==> src/rtl/usb_irq_pkg.sv <==
// Package: shared bit positions and sizes for the USB device event
// interrupt controller. Assumes eight sources in a fixed bit order.
package usb_irq_pkg;
    localparam int NUM_EV      = 8;
    localparam int EV_BUSRST   = 7;
    localparam int EV_ATTACH   = 6;
    localparam int EV_DETACH   = 5;
    localparam int EV_SUSP_IN  = 4;
    localparam int EV_SUSP_OUT = 3;
    localparam int EV_STATUS   = 2;
    localparam int EV_SETUP    = 1;
    localparam int EV_SOF      = 0;

    typedef logic [NUM_EV-1:0] ev_vec_t;
endpackage

==> src/rtl/se0_reset_qual.sv <==
// Module: se0_reset_qual
// Counts bit ticks while SE0 is held. Emits a one-cycle event on the
// tick that reaches TICK_LIMIT, then holds until SE0 drops.
// Assumes se0_i is already synchronous to clk.
module se0_reset_qual #(
    parameter int TICK_LIMIT = 30,
    localparam int CNT_W     = $clog2(TICK_LIMIT + 1)
) (
    input  logic clk,
    input  logic rst_n,
    input  logic se0_i,
    input  logic tick_i,
    output logic busrst_evt_o
);
    logic [CNT_W-1:0] tick_cnt_q;
    logic             at_limit;

    assign at_limit     = (tick_cnt_q == CNT_W'(TICK_LIMIT));
    // Event on the tick that would bring the count to the limit
    assign busrst_evt_o = se0_i && tick_i && (tick_cnt_q == CNT_W'(TICK_LIMIT - 1));

    // Duration counter: clears when SE0 drops, saturates at the limit
    always_ff @(posedge clk) begin
        if (!rst_n) begin
            tick_cnt_q <= '0;
        end else if (!se0_i) begin
            tick_cnt_q <= '0;
        end else if (tick_i && !at_limit) begin
            tick_cnt_q <= tick_cnt_q + CNT_W'(1);
        end
    end


    // cnt_restart_chk
    cnt_restart_chk: assert property (@(posedge clk) disable iff (!rst_n)
        !se0_i |=> (tick_cnt_q == '0));


    // cnt_bound_chk
    cnt_bound_chk: assert property (@(posedge clk) disable iff (!rst_n)
        tick_cnt_q <= CNT_W'(TICK_LIMIT));


    // one_evt_chk
    one_evt_chk: assert property (@(posedge clk) disable iff (!rst_n)
        busrst_evt_o |=> (!busrst_evt_o && (!se0_i || at_limit)) || !se0_i);
endmodule

==> src/rtl/attach_edge_det.sv <==
// Module: attach_edge_det
// Brings the asynchronous attach-sense level into the clk domain with a
// SYNC_STAGES flop chain, then reports rising (attach) and falling
// (detach) edges as one-cycle pulses. Assumes the level is low at reset.
module attach_edge_det #(
    parameter int SYNC_STAGES = 2
) (
    input  logic clk,
    input  logic rst_n,
    input  logic lvl_i,
    output logic attach_evt_o,
    output logic detach_evt_o
);
    logic [SYNC_STAGES-1:0] sync_q;
    logic                   last_q;
    logic                   lvl_s;

    assign lvl_s = sync_q[SYNC_STAGES-1];

    // Synchronizer chain
    always_ff @(posedge clk) begin
        if (!rst_n) begin
            sync_q <= '0;
        end else begin
            sync_q <= {sync_q[SYNC_STAGES-2:0], lvl_i};
        end
    end

    // Delayed copy of the synchronized level for edge detection
    always_ff @(posedge clk) begin
        if (!rst_n) begin
            last_q <= 1'b0;
        end else begin
            last_q <= lvl_s;
        end
    end

    assign attach_evt_o = lvl_s && !last_q;
    assign detach_evt_o = !lvl_s && last_q;


    // edge_excl_chk
    edge_excl_chk: assert property (@(posedge clk) disable iff (!rst_n)
        attach_evt_o |=> !attach_evt_o);
endmodule

==> src/rtl/irq_event_bank.sv <==
// Module: irq_event_bank
// Holds the enable register and the sticky per-event flags, and forms
// the registered interrupt request. Set beats write-one-to-clear.
// Assumes all event inputs are single-cycle pulses in the clk domain.
module irq_event_bank
    import usb_irq_pkg::*;
(
    input  logic    clk,
    input  logic    rst_n,
    input  ev_vec_t evt_i,
    input  logic    en_wr_i,
    input  ev_vec_t en_wdata_i,
    input  logic    clr_wr_i,
    input  ev_vec_t clr_wdata_i,
    input  logic    dev_en_i,
    input  logic    glob_en_i,
    output ev_vec_t en_o,
    output ev_vec_t flags_o,
    output logic    irq_o
);
    ev_vec_t en_q;
    ev_vec_t flags_q;
    ev_vec_t clr_mask;
    logic    irq_q;

    assign clr_mask = clr_wr_i ? clr_wdata_i : '0;

    // Enable register: plain read/write
    always_ff @(posedge clk) begin
        if (!rst_n) begin
            en_q <= '0;
        end else if (en_wr_i) begin
            en_q <= en_wdata_i;
        end
    end

    // One sticky flag per source, set has priority over clear
    for (genvar g = 0; g < NUM_EV; g++) begin : g_flag
        always_ff @(posedge clk) begin
            if (!rst_n) begin
                flags_q[g] <= 1'b0;
            end else if (evt_i[g]) begin
                flags_q[g] <= 1'b1;
            end else if (clr_mask[g]) begin
                flags_q[g] <= 1'b0;
            end
        end
    end

    // Registered request through the three enable levels
    always_ff @(posedge clk) begin
        if (!rst_n) begin
            irq_q <= 1'b0;
        end else begin
            irq_q <= (|(flags_q & en_q)) && dev_en_i && glob_en_i;
        end
    end

    assign en_o    = en_q;
    assign flags_o = flags_q;
    assign irq_o   = irq_q;


    // en_reset_chk
    en_reset_chk: assert property (@(posedge clk)
        !rst_n |=> (en_q == '0));



    // flag_set_chk
    flag_set_chk: assert property (@(posedge clk) disable iff (!rst_n)
        (|evt_i) |=> ((flags_q & $past(evt_i)) == $past(evt_i)));


    // flag_hold_chk
    flag_hold_chk: assert property (@(posedge clk) disable iff (!rst_n)
        1'b1 |=> ((flags_q & $past(flags_q & ~clr_mask)) == $past(flags_q & ~clr_mask)));


    // irq_gate_chk
    irq_gate_chk: assert property (@(posedge clk) disable iff (!rst_n)
        !(dev_en_i && glob_en_i) |=> !irq_o);


    // irq_mask_chk
    irq_mask_chk: assert property (@(posedge clk) disable iff (!rst_n)
        ((flags_q & en_q) == '0) |=> !irq_o);
endmodule

==> src/rtl/usb_dev_irq_ctrl.sv <==
// Module: usb_dev_irq_ctrl
// Top of the USB device event interrupt controller. Qualifies SE0 by
// duration, edge-detects attach sense, and feeds all eight events into
// the flag/enable bank. Assumes pulse inputs last one clk cycle.
module usb_dev_irq_ctrl
    import usb_irq_pkg::*;
#(
    parameter int SE0_TICKS   = 30,
    parameter int SYNC_STAGES = 2
) (
    input  logic       clk,
    input  logic       rst_n,
    input  logic       bit_tick_i,
    input  logic       se0_i,
    input  logic       attach_lvl_i,
    input  logic       susp_enter_i,
    input  logic       susp_exit_i,
    input  logic       status_done_i,
    input  logic       setup_rx_i,
    input  logic       sof_i,
    input  logic       en_wr_i,
    input  logic [7:0] en_wdata_i,
    input  logic       clr_wr_i,
    input  logic [7:0] clr_wdata_i,
    input  logic       dev_irq_en_i,
    input  logic       glob_irq_en_i,
    output logic [7:0] en_o,
    output logic [7:0] flags_o,
    output logic       irq_o
);
    logic    busrst_evt;
    logic    attach_evt;
    logic    detach_evt;
    ev_vec_t evt_vec;

    se0_reset_qual #(.TICK_LIMIT(SE0_TICKS)) i_se0_qual (
        .clk          (clk),
        .rst_n        (rst_n),
        .se0_i        (se0_i),
        .tick_i       (bit_tick_i),
        .busrst_evt_o (busrst_evt)
    );

    attach_edge_det #(.SYNC_STAGES(SYNC_STAGES)) i_attach_det (
        .clk          (clk),
        .rst_n        (rst_n),
        .lvl_i        (attach_lvl_i),
        .attach_evt_o (attach_evt),
        .detach_evt_o (detach_evt)
    );

    // Gather the event pulses into the fixed bit order
    always_comb begin
        evt_vec              = '0;
        evt_vec[EV_BUSRST]   = busrst_evt;
        evt_vec[EV_ATTACH]   = attach_evt;
        evt_vec[EV_DETACH]   = detach_evt;
        evt_vec[EV_SUSP_IN]  = susp_enter_i;
        evt_vec[EV_SUSP_OUT] = susp_exit_i;
        evt_vec[EV_STATUS]   = status_done_i;
        evt_vec[EV_SETUP]    = setup_rx_i;
        evt_vec[EV_SOF]      = sof_i;
    end

    irq_event_bank i_bank (
        .clk         (clk),
        .rst_n       (rst_n),
        .evt_i       (evt_vec),
        .en_wr_i     (en_wr_i),
        .en_wdata_i  (en_wdata_i),
        .clr_wr_i    (clr_wr_i),
        .clr_wdata_i (clr_wdata_i),
        .dev_en_i    (dev_irq_en_i),
        .glob_en_i   (glob_irq_en_i),
        .en_o        (en_o),
        .flags_o     (flags_o),
        .irq_o       (irq_o)
    );


    // irq_follow_chk
    irq_follow_chk: assert property (@(posedge clk) disable iff (!rst_n)
        ($past(flags_o & en_o) != '0) && dev_irq_en_i && glob_irq_en_i
        && $past(dev_irq_en_i && glob_irq_en_i) |-> irq_o);
endmodule

==> config.mk <==
export PLATFORM = sky130hd
export DESIGN_NAME = usb_dev_irq_ctrl
export DESIGN_NICKNAME = d
export VERILOG_FILES = /design/src/rtl/usb_irq_pkg.sv /design/src/rtl/se0_reset_qual.sv /design/src/rtl/attach_edge_det.sv /design/src/rtl/irq_event_bank.sv /design/src/rtl/usb_dev_irq_ctrl.sv
export SDC_FILE = /design/constraint.sdc
export NUM_CORES = 1
export LEC_CHECK = 0
export BUFFER_PORTS_ARGS = -buffer_cell sky130_fd_sc_hd__buf_2
export CAP_MARGIN = 10
export CORE_ASPECT_RATIO = 0.6
export CORE_MARGIN = 2
export CORE_UTILIZATION = 45
export CTS_CLUSTER_SIZE = 24
export DETAILED_ROUTE_END_ITERATION = 10
export MAX_ROUTING_LAYER = met4
export PLACE_DENSITY = 0.77
export SLEW_MARGIN = 15
export SYNTH_ARGS = -nofsm -noshare
export SYNTH_HDL_FRONTEND = slang
export SYNTH_SLANG_ARGS = --single-unit
==> constraint.sdc <==
create_clock -name clk -period 1.6 [get_ports clk]
set_clock_uncertainty 0.15 [all_clocks]
set_input_delay 0.16 -clock clk [delete_from_list [all_inputs] [get_ports clk]]
set_output_delay 0.16 -clock clk [all_outputs]
set_load 0.05 [all_outputs]
==> results.sh <==
export IMPL_finalCritPeriodShare_pct=91.3
export IMPL_die_y_um=41.0
export IMPL_clk_latency_ps=260
export IMPL_p_per_area_nw_per_um2=903
export IMPL_rr_worst_depth=5
export IMPL_status="finished clean"
export IMPL_highest_layer="met4"
export IMPL_synth_xor_area_share_pct=0
export IMPL_period_needed_ps=1460
export IMPL_avgViaCountPerCell=4.94
export IMPL_antenna_found_initial=0
export IMPL_fin_tns_setup_ps=0
export IMPL_rsz0062_at_grt="no"
export IMPL_dp_hpwl_um=1790
export IMPL_met1Wirelength_um=1070
export IMPL_diodes=0
export IMPL_synth_seq_area_share_pct=48.7
export IMPL_grt_pass1_wl_um=3660
export IMPL_start_util_pct=47.5
export IMPL_synth_compound_area_share_pct=12.8
export IMPL_post_route_util_pct=64.8
export IMPL_layout_drive_gt1_share_pct=31.7
export IMPL_syn2layout_area_growth_pct=36.4
export IMPL_cts_root_buf="clkbuf_8"
export IMPL_grt_usage_pct=20.4
export IMPL_fillers=183
export IMPL_hold_path_startpoint="en_wdata_i[5]"
export IMPL_drc=0
export IMPL_min_to="i_bank.en_o[5]"
export IMPL_pin_count=47
export IMPL_instances_no_fill=191
export IMPL_muxShareOfSynthArea_pct=8.77
export IMPL_timing_rr_start="i_se0_qual.tick_cnt_q[0]"
export IMPL_cts_num_sinks=25
export IMPL_synth_cell_types=21
export IMPL_path_clk_slew_ps=80
export IMPL_multi_input_comb_area_um2=493
export IMPL_die_w_um=65.7
export IMPL_ys_warn_count=0
export IMPL_pre_cts_slack_ps=249
export IMPL_grt_pass1_vias=786
export IMPL_rr_endpoint="i_se0_qual.tick_cnt_q[0]"
export IMPL_maxSlewViolCount=0
export IMPL_cp_end_kind="register"
export IMPL_setup_ws_ps=139
export IMPL_path_class="in -> reg"
export IMPL_syn_inst=107
export IMPL_dieArea_um2=2690
export IMPL_p_leak_uw=0.000650
export IMPL_yosys_area_share_simple_pct=22.8
export IMPL_ff_latch_area_um2=500
export IMPL_synth_area_per_cell_um2=9.60
export IMPL_ant_nets=0
export IMPL_htree_levels=1
export IMPL_critPathMostFrequentCell="dlygate4sd3_1"
export IMPL_cts_max_path_buffers=2
export IMPL_tritoncts="done"
export IMPL_drt_initial_drc_count=41
export IMPL_drt_first_pass_iters=5
export IMPL_wl_um=2430
export IMPL_final_nets=195
export IMPL_startpoint_type="input port"
export IMPL_grt_max_degree=25
export IMPL_synth_seq_cells=25
export IMPL_portBuffers=46
export IMPL_post_cts_buffers=0
export IMPL_path_cells="dlygate4sd3_1 -> buf_2 -> nand3_1 -> dlygate4sd3_1 -> a21oi_1"
export IMPL_synth_top_family_by_area="simple AND/OR/NAND/NOR gates"
export IMPL_hold_violations=0
export IMPL_ir_worst_vdd_mv=0.609
export IMPL_synthAdderAreaFrac_pct=3.65
export IMPL_max_freq_ghz=0.685
export IMPL_r2r_setup_slack_ps=220
export IMPL_post_drt_wl_per_cell_um=12.7
export IMPL_worst_hold_slack_ps=6.37
export IMPL_place_gp_congestion=0.705
export IMPL_route_met3_wl_um=145
export IMPL_critical_path_max_fanout=1
export IMPL_hold_buffers=8
export IMPL_cpPeakStageDelay_ps=570
export IMPL_synth_nets=140
export IMPL_slew_headroom_pct=76.5
export IMPL_fp_row_count=13
export IMPL_wl_met2_um=1190
export IMPL_setup_violations=0
export IMPL_dp_cells=179
export IMPL_cts_resized=0
export IMPL_worst_pin_slew_ps=353
export IMPL_cts_buffers=3
export IMPL_via_count=943
export IMPL_coreArea_um2=2160
export IMPL_maxCapViolCount=0
export IMPL_crit_arrival_ps=1510
export IMPL_hp_class="in -> reg"
export IMPL_hold_depth=3
export IMPL_gr_total_overflow=0
export IMPL_required_ps=1650
export IMPL_syn_cell_area_um2=1030
export IMPL_cpMaxStageDelayCell="dlygate4sd3_1"
-- layer usage --
metal,vias to the layer above,track usage (%)
met5,-,-
met4,0,10.4
met3,4,6.04
met2,32,33.1
met1,424,23.8
li1,483,-
-- sequential cells by signal (all words and copies together), names as in the netlist --
| signal | flops |
|---|---|
| i_attach_det.last_q | 1 |
| i_bank.irq_o | 1 |
| i_se0_qual.tick_cnt_q | 5 |
| i_attach_det.sync_q | 2 |
| i_bank.en_o | 8 |
| i_bank.flags_o | 8 |
-- power breakdown --
group | leakage [µW] | switching (µW) | internal, µW
sequential | 0.000206 | 21.1 | 651
clock | 0.0000228 | 181 | 178
combinational | 0.000421 | 146 | 88.7
total | 0.000650 | 348 | 917
-- layout by cell type (no fill, tap or decap), drive strengths merged --
| cell | instances |
|---|---|
| buf | 46 |
| dfxtp | 25 |
| nor2b | 17 |
| nand2 | 10 |
| a21oi | 10 |
| mux2i | 9 |
| dlygate4sd3 | 8 |
| nand3 | 6 |
| inv | 4 |
| nand4 | 4 |
| clkbuf | 4 |
| and2 | 3 |
| a211oi | 3 |
| ha | 3 |
| a22o | 2 |
| a221oi | 2 |
| nor3 | 2 |
| o21ai | 1 |
| a31oi | 1 |
| a31o | 1 |
-- kinds of logic after synthesis --
family          Yosys count
fa+ha+maj                 3
flops                    25
mux                       9
simple gates             42
buf+inv                   8
compound gates           20
-- critical path, delay by kind of cell --
family                 cells  cell delay, ps
AOI/OAI and AO/OA          1             110
buffers and inverters      3            1180
and+or+nand+nor            1              60
-- how the worst max path moves through the flow --
stage,startpoint,end,slack (ps),depth (start not counted)
2_1_floorplan,i_bank.en_o[1],i_bank.irq_o,290,3
3_3_place_gp,i_se0_qual.tick_cnt_q[0],i_se0_qual.tick_cnt_q[1],310,5
3_5_place_dp,i_se0_qual.tick_cnt_q[0],i_se0_qual.tick_cnt_q[0],250,5
4_1_cts,glob_irq_en_i,i_bank.irq_o,140,5
5_1_grt,glob_irq_en_i,i_bank.irq_o,80,5
6_report,glob_irq_en_i,i_bank.irq_o,140,5
-- through the flow --
step	area (µm²)	power (µW)
floorplan	1030	831
global route	1400	1330
detailed placement	1280	908
finish	1400	1270
global placement	1280	899
CTS	1400	1280
-- cell usage after synthesis, drive strengths merged --
cell    number  area, µm²
mux2i        9       90.1
ha           3       37.5
inv          4       15.0
clkbuf       1       3.75
dfxtp       25        500
a31o         1       8.76
and2         3       18.8
nand2       10       37.5
a22o         2       17.5
a211oi       3       22.5
nand4        4       31.3
a21oi       10       53.8
buf          3       15.0
o21ai        1       5.00
a221oi       2       17.5
a31oi        1       6.26
nand3        6       30.0
nor2b       17        106
nor3         2       10.0
-- final cells by class --
cell class                 instances  share of cell area (%)
clock buffer                       4                    3.21
multi-input combinational         74                    35.2
inverter                           4                    1.07
timing repair buffer              54                    22.1
tap                               30                    2.68
sequential                        25                    35.7
Power figures use the tool's default switching activity.
